### src/rtl/smb_vid_pkg.sv
package smb_vid_pkg;
  // Bit-level link states.
  typedef enum logic [2:0] {
    S_IDLE,
    S_RX,
    S_ACK_WAIT,
    S_ACK,
    S_TX,
    S_MACK
  } link_st_e;

  // Which byte of a write transfer is being received.
  typedef enum logic [1:0] {
    K_ADDR,
    K_CMD,
    K_DLO,
    K_DHI
  } rx_kind_e;
endpackage

### src/rtl/smb_line_sync.sv
module smb_line_sync #(
  parameter int SYNC_STAGES = 2
) (
  input  logic clk,
  input  logic rst,
  input  logic scl_i,
  input  logic sda_i,
  output logic scl_rise,
  output logic scl_fall,
  output logic start_det,
  output logic stop_det,
  output logic sda_bit
);
  localparam int LAST = SYNC_STAGES - 1;

  logic [LAST:0] scl_sh, sda_sh;
  logic scl_d, sda_d;
  logic scl_s, sda_s;

  assign scl_s = scl_sh[LAST];
  assign sda_s = sda_sh[LAST];

  // Idle bus reads high on both wires.
  always_ff @(posedge clk) begin
    if (rst) begin
      scl_sh <= '1;
      sda_sh <= '1;
      scl_d  <= 1'b1;
      sda_d  <= 1'b1;
    end else begin
      scl_sh <= {scl_sh[LAST-1:0], scl_i};
      sda_sh <= {sda_sh[LAST-1:0], sda_i};
      scl_d  <= scl_s;
      sda_d  <= sda_s;
    end
  end

  assign scl_rise  = scl_s & ~scl_d;
  assign scl_fall  = ~scl_s & scl_d;
  assign start_det = scl_s & scl_d & sda_d & ~sda_s;
  assign stop_det  = scl_s & scl_d & ~sda_d & sda_s;
  assign sda_bit   = sda_s;
endmodule

### src/rtl/smb_vid_link.sv
module smb_vid_link
  import smb_vid_pkg::*;
#(
  parameter logic [6:0] DEV_ADDR  = 7'h2A,
  parameter logic [7:0] SETUP_CMD = 8'h5C,
  parameter int         VID_W     = 5
) (
  input  logic             clk,
  input  logic             rst,
  input  logic             scl_rise,
  input  logic             scl_fall,
  input  logic             start_det,
  input  logic             stop_det,
  input  logic             sda_bit,
  input  logic [7:0]       rd_byte0,
  input  logic [7:0]       rd_byte1,
  output logic             sda_oe_o,
  output logic             commit_o,
  output logic [VID_W-1:0] code_lo_o,
  output logic [VID_W-1:0] code_hi_o
);
  link_st_e   st_q;
  rx_kind_e   kind_q;
  logic [3:0] cnt_q;
  logic [7:0] sh_q;
  logic       oe_q, commit_q, rd_q, setup_q, tx_hi_q, mack_q;
  logic [VID_W-1:0] lo_q, hi_q;
  logic [7:0] byte_w;

  assign byte_w = {sh_q[6:0], sda_bit};

  always_ff @(posedge clk) begin
    if (rst) begin
      st_q     <= S_IDLE;
      kind_q   <= K_ADDR;
      cnt_q    <= '0;
      sh_q     <= '0;
      oe_q     <= 1'b0;
      commit_q <= 1'b0;
      rd_q     <= 1'b0;
      setup_q  <= 1'b0;
      tx_hi_q  <= 1'b0;
      mack_q   <= 1'b0;
      lo_q     <= '0;
      hi_q     <= '0;
    end else begin
      commit_q <= 1'b0;
      if (start_det) begin
        st_q    <= S_RX;
        kind_q  <= K_ADDR;
        cnt_q   <= '0;
        oe_q    <= 1'b0;
        setup_q <= 1'b0;
      end else if (stop_det) begin
        st_q <= S_IDLE;
        oe_q <= 1'b0;
      end else begin
        case (st_q)
          S_RX: if (scl_rise) begin
            sh_q  <= byte_w;
            cnt_q <= cnt_q + 4'd1;
            if (cnt_q == 4'd7) begin
              st_q <= S_ACK_WAIT;
              case (kind_q)
                K_ADDR: begin
                  rd_q <= byte_w[0];
                  if (byte_w[7:1] != DEV_ADDR) st_q <= S_IDLE;
                end
                K_CMD: setup_q <= (byte_w == SETUP_CMD);
                K_DLO: lo_q <= byte_w[7 -: VID_W];
                default: begin
                  hi_q     <= byte_w[7 -: VID_W];
                  commit_q <= setup_q;
                end
              endcase
            end
          end
          S_ACK_WAIT: if (scl_fall) begin
            oe_q <= 1'b1;
            st_q <= S_ACK;
          end
          S_ACK: if (scl_fall) begin
            cnt_q <= '0;
            if (kind_q == K_ADDR && rd_q) begin
              st_q    <= S_TX;
              tx_hi_q <= 1'b0;
              sh_q    <= rd_byte0;
              oe_q    <= ~rd_byte0[7];
            end else begin
              oe_q <= 1'b0;
              case (kind_q)
                K_ADDR: begin kind_q <= K_CMD; st_q <= S_RX; end
                K_CMD:  begin kind_q <= K_DLO; st_q <= S_RX; end
                K_DLO:  begin kind_q <= K_DHI; st_q <= S_RX; end
                default: st_q <= S_IDLE;
              endcase
            end
          end
          S_TX: begin
            if (scl_rise) cnt_q <= cnt_q + 4'd1;
            if (scl_fall) begin
              if (cnt_q == 4'd8) begin
                oe_q <= 1'b0;
                st_q <= S_MACK;
              end else begin
                sh_q <= {sh_q[6:0], 1'b0};
                oe_q <= ~sh_q[6];
              end
            end
          end
          S_MACK: begin
            if (scl_rise) mack_q <= ~sda_bit;
            if (scl_fall) begin
              if (mack_q && !tx_hi_q) begin
                st_q    <= S_TX;
                tx_hi_q <= 1'b1;
                cnt_q   <= '0;
                sh_q    <= rd_byte1;
                oe_q    <= ~rd_byte1[7];
              end else begin
                st_q <= S_IDLE;
              end
            end
          end
          default: st_q <= S_IDLE;
        endcase
      end
    end
  end

  assign sda_oe_o  = oe_q;
  assign commit_o  = commit_q;
  assign code_lo_o = lo_q;
  assign code_hi_o = hi_q;

  AST_OE_ONLY_ACK_TX: assert property (@(posedge clk) disable iff (rst) oe_q |-> (st_q == S_ACK || st_q == S_TX));
  AST_START_RESTARTS: assert property (@(posedge clk) disable iff (rst) start_det |=> (st_q == S_RX && kind_q == K_ADDR));
  AST_STOP_IDLES: assert property (@(posedge clk) disable iff (rst) stop_det |=> (st_q == S_IDLE && !oe_q));
endmodule

### src/rtl/smb_vid_regs.sv
module smb_vid_regs #(
  parameter int VID_W = 5
) (
  input  logic             clk,
  input  logic             rst,
  input  logic             commit_i,
  input  logic [VID_W-1:0] code_lo_i,
  input  logic [VID_W-1:0] code_hi_i,
  input  logic             run_status_i,
  input  logic             ext_en_i,
  input  logic             sel_i,
  output logic [VID_W-1:0] vid_o,
  output logic             setup_done_o,
  output logic [7:0]       rd_byte0_o,
  output logic [7:0]       rd_byte1_o
);
  localparam int PAD_W = 8 - VID_W - 1;

  logic [VID_W-1:0] reg0_q, reg1_q, vid_q;
  logic             done_q;
  logic             lock_w;

  assign lock_w = run_status_i & ext_en_i;

  always_ff @(posedge clk) begin
    if (rst) begin
      reg0_q <= '0;
      reg1_q <= '0;
      done_q <= 1'b0;
      vid_q  <= '0;
    end else begin
      if (commit_i && !lock_w) begin
        reg0_q <= code_lo_i;
        reg1_q <= code_hi_i;
        done_q <= 1'b1;
      end
      vid_q <= sel_i ? reg1_q : reg0_q;
    end
  end

  // Status bit is low while the converters run; padding bits read as zero.
  assign rd_byte0_o   = 8'({reg0_q, ~run_status_i}) << PAD_W;
  assign rd_byte1_o   = 8'({reg1_q, ~run_status_i}) << PAD_W;
  assign vid_o        = vid_q;
  assign setup_done_o = done_q;

  AST_LOCK_HOLDS: assert property (@(posedge clk) disable iff (rst) lock_w |=> ($stable(reg0_q) && $stable(reg1_q)));
  AST_DONE_STICKY: assert property (@(posedge clk) disable iff (rst) done_q |=> done_q);
endmodule

### src/rtl/smb_vid_slave.sv
module smb_vid_slave #(
  parameter logic [6:0] DEV_ADDR    = 7'h2A,
  parameter logic [7:0] SETUP_CMD   = 8'h5C,
  parameter int         VID_W       = 5,
  parameter int         SYNC_STAGES = 2
) (
  input  logic             clk,
  input  logic             rst,
  input  logic             scl_i,
  input  logic             sda_i,
  output logic             sda_oe_o,
  input  logic             sel_i,
  input  logic             run_status_i,
  input  logic             ext_en_i,
  output logic [VID_W-1:0] vid_o,
  output logic             setup_done_o
);
  logic scl_rise, scl_fall, start_det, stop_det, sda_bit;
  logic commit;
  logic [VID_W-1:0] code_lo, code_hi;
  logic [7:0] rd_byte0, rd_byte1;

  smb_line_sync #(.SYNC_STAGES(SYNC_STAGES)) u_sync (
    .clk(clk), .rst(rst), .scl_i(scl_i), .sda_i(sda_i),
    .scl_rise(scl_rise), .scl_fall(scl_fall),
    .start_det(start_det), .stop_det(stop_det), .sda_bit(sda_bit)
  );

  smb_vid_link #(.DEV_ADDR(DEV_ADDR), .SETUP_CMD(SETUP_CMD), .VID_W(VID_W)) u_link (
    .clk(clk), .rst(rst), .scl_rise(scl_rise), .scl_fall(scl_fall),
    .start_det(start_det), .stop_det(stop_det), .sda_bit(sda_bit),
    .rd_byte0(rd_byte0), .rd_byte1(rd_byte1),
    .sda_oe_o(sda_oe_o), .commit_o(commit),
    .code_lo_o(code_lo), .code_hi_o(code_hi)
  );

  smb_vid_regs #(.VID_W(VID_W)) u_regs (
    .clk(clk), .rst(rst), .commit_i(commit),
    .code_lo_i(code_lo), .code_hi_i(code_hi),
    .run_status_i(run_status_i), .ext_en_i(ext_en_i), .sel_i(sel_i),
    .vid_o(vid_o), .setup_done_o(setup_done_o),
    .rd_byte0_o(rd_byte0), .rd_byte1_o(rd_byte1)
  );
endmodule

### config.mk
export PLATFORM = sky130hd
export DESIGN_NAME = smb_vid_slave
export DESIGN_NICKNAME = d
export VERILOG_FILES = /design/src/rtl/smb_vid_pkg.sv /design/src/rtl/smb_line_sync.sv /design/src/rtl/smb_vid_link.sv /design/src/rtl/smb_vid_regs.sv /design/src/rtl/smb_vid_slave.sv
export SDC_FILE = /design/constraint.sdc
export NUM_CORES = 1
export LEC_CHECK = 0
export ABC_AREA = 1
export BUFFER_PORTS_ARGS = -buffer_cell sky130_fd_sc_hd__clkbuf_2
export CORE_UTILIZATION = 54
export DETAILED_ROUTE_END_ITERATION = 6
export PLACE_DENSITY = 0.76
export SLEW_MARGIN = 20
export SYNTH_ARGS = -nofsm -noshare
export SYNTH_HDL_FRONTEND = slang
export SYNTH_SLANG_ARGS = --single-unit
### constraint.sdc
create_clock -name clk -period 1.4 [get_ports clk]
set_clock_uncertainty 0.1 [all_clocks]
set_input_delay 0.07 -clock clk [delete_from_list [all_inputs] [get_ports clk]]
set_output_delay 0.07 -clock clk [all_outputs]
set_load 0.02 [all_outputs]
==> metrics.md <==
| Metric | Value |
|---|---|
| Outcome | finished, violations left |
| Failing checks | negative setup slack |
| Std-Cell Rows | 24 |
| Hold Fails Final Rpt | 0 |
| Max Clock Freq | 635.2 MHz |
| RR Endpoint | u_link.code_hi_o[4] |
| Filler cells | 241 |
| Post-synthesis cell area | 2510 sq um |
| Max_cap viols | 0 |
| Slowest stage cell, crit path | dfxtp_4 |
| Core Util, Final | 0.8302 |
| CTS tree | done |
| Area Growth Syn to Fin | 46.01% |
| Syn avg cell area | 6.858 sq um |
| GP Congestion | 0.9488 |
| DP HPWL | 4537 um |
| Routed Antenna Nets | 0 |
| Via count | 2,883 |
| Clock tree buffer depth | 2 |
| Clk root buf | clkbuf_8 |
| Maximum number of pins on one net before global-route repair | 40 |
| Sink Count | 54 |
| Critical Path AT | 1.69 ns |
| Total CTS buffers | 5 |
| Syn nets | 380 |
| Worst hold path depth | 4 |
| Initial Util | 0.5686 |
| CP startpoint kind | flip-flop |
| Final worst setup slack | -0.1744 ns |
| # DRC | 0 |
| Critical path, cell by cell | ha_4, nand2_4, nor2_4, nand2_4, nor2_4, buf_6, clkbuf_16, a21oi_1 |
| Drt pass-1 iters | 5 |
| R2R Setup Slk | -0.17 ns |
| Post-Route WL | 8758 um |
| Setup TNS | -3.618 ns |
| Distinct cells, synth | 25 |
| CP Data Required Time | 1.51 ns |
| Minimum clock period | 1.574 ns |
| Port bufs | 13 |
| Unrepaired setup endpoints after global routing | yes |
| Final hold slack | 0.03649 ns |
| Commonest cells after routing, fill and taps aside | 61 x nand2_1, 52 x nor2_1, 45 x dfxtp_1 |
| Total chip power | 3001 uW |
| Placed Area | 3002 sq um |
| Setup violations, final | 32 |
| Worst hold-check path type | input pin to flip-flop |
| Critical R2R Launch | u_link.cnt_q[0] |
| Vias in the first global route | 2,637 |
| Global-route wire length before repair | 12,140 um |
| Average vias per placed instance | 5.944 |
| Antenna fix cells | 0 |
| Clock Pin Slew Worst Setup and Hold Paths | 0.10 ns |
| Nets | 446 |
| Post-synthesis instance total | 366 |
| DR iter-0 viols | 439 |
| Final Cycle Share | 1.125 |
| Sequential-to-total area share from yosys stat | 0.4307 |
| Hold EP | u_link.sh_q[2] |
| Routed len/inst | 18.06 um |
| Biggest cell delay along the critical path | 0.40 ns |
| Layout cells sized above 1 | 0.3972 |
| Ports | 14 |
| CTS HTree Levels | 2 |
| GRT Residual Overflow | 0 |
| Worst-path fanout max | 5 |
| Die Wd | 70.18 um |
| VDD IR max | 0.8247 mV |
| Max_slew headroom | 0.7564 |
| Initial antenna violation count | 0 |
| Core area | 4414 sq um |
| Total GRT Usage | 0.3172 |
| CP endpoint kind | flip-flop |
| Pwr Density | 818.9 nW/um^2 |
| Commonest non-fill, non-tap cell in the layout | nand2_1 |
| Reg2reg path depth | 8 |
| Die height | 70.18 um |
| Min-delay src | run_status_i |
| Worst-Margin Slew | 0.3649 ns |
| Die area | 4925 sq um |
| Fin. max-slew vios | 0 |
| #FFs+latches synth | 54 |
| Final instance area | 3665 sq um |
| Clk_lat worst skew | 0.32 ns |
| Leakage | 0.001618 uW |
| Synth warnings | 0 |
| Setup CP Type | flip-flop to flip-flop |
[critical path: cells and delay by family, from the launching register on]
family / cells / cell delay, ns
adders and majority gates: 1 / 0.15
and+or+nand+nor: 4 / 0.47
buffers and inverters: 2 / 0.27
AOI/OAI and AO/OA: 1 / 0.06
DFF: 1 / 0.40
[synthesized netlist by cell type, drive strengths merged]
library cell  number  area (sq um)
a21oi             20         100.1
buf                1         11.26
clkbuf             6         22.52
dfxtp             54          1081
ha                 7         87.58
inv               39         146.4
nand2             84         322.8
nand3             28         150.1
nand4              1         6.260
nor2              74         295.3
nor2b              1         6.260
nor3               2         10.01
o211ai             2         15.01
o21a               1         7.510
o21ai             39         198.9
o22ai              1         6.260
or2                4         25.02
xor2               2         17.52
[layer usage]
metal  vias up  global-route usage  wire length [um]
met5         -                   0                 0
li1       1294                   -                 -
met2       215              0.5150              3967
met1      1318              0.4070              3487
met3        56             0.05628               848
met4         0              0.1533               454
[power by group]
group	switching (uW)	internal [uW]	total, uW
Clock	538	589	1130
Sequential	20.8	1550	1580
Combinational	184	114	298
Total	743	2260	3000
[cell type report]
type / instances / area [sq um] / area share
repair buffers: 65 / 543.0 / 0.1482
inverters: 39 / 161.4 / 0.04404
clock inverters: 2 / 38.79 / 0.01058
well taps: 52 / 65.06 / 0.01775
multi-input cells: 267 / 1667 / 0.4548
flip-flops and latches: 54 / 1107 / 0.3022
clock buffers: 6 / 82.58 / 0.02253
[per-stage QoR]
step	setup slack, ns	cells
after global routing	-0.2177	485
final	-0.1744	485
after CTS	-0.06135	482
after global placement	-0.1311	465
after floorplan	-0.006352	366
after detailed placement	-0.1856	465
[registers in the layout, indices dropped and copies added (netlist names), 2 cells and up]
signal and flops:
u_link.code_hi_o 5, u_regs.reg1_q 5, u_sync.sda_sh 2, u_regs.reg0_q 5, u_link.code_lo_o 5, u_link.cnt_q 4
u_link.st_q 3, u_link.kind_q 2, u_regs.vid_o 5, u_link.sh_q 7, u_sync.scl_sh 2
[cells by family after synthesis]
logic type,count (synthesis),share of synthesized area
AND/OR/NAND/NOR,194,0.3250
AO/OA/AOI/OAI,63,0.1306
flip-flops,54,0.4307
buffers and inverters,46,0.07178
adder cells (fa/ha/maj),7,0.03489
XOR/XNOR,2,0.006980
[what timing repair did]
action | 4_1_cts | 5_1_grt
hold buffers | 4 | 0
gates cloned | 1 | 1
endpoints found under the hold margin | 8 | 0
setup buffers | 4 | 2
pin swaps | 31 | 27
gates resized for setup | 74 | 47
endpoints found under the setup margin | 31 | 32
[worst max path at each step]
stage	from	to	slack, ns
CTS	u_link.cnt_q[0]	u_link.st_q[1]	-0.06
global route	u_link.tx_hi_q	u_link.cnt_q[1]	-0.22
floorplan	u_link.cnt_q[1]	u_link.st_q[0]	-0.006
detailed placement	u_link.cnt_q[0]	u_link.st_q[1]	-0.19
finish	u_link.cnt_q[0]	u_link.code_hi_o[4]	-0.17
global placement	u_link.cnt_q[0]	u_link.st_q[2]	-0.13
Note: power is estimated with default switching activity, not from simulation.
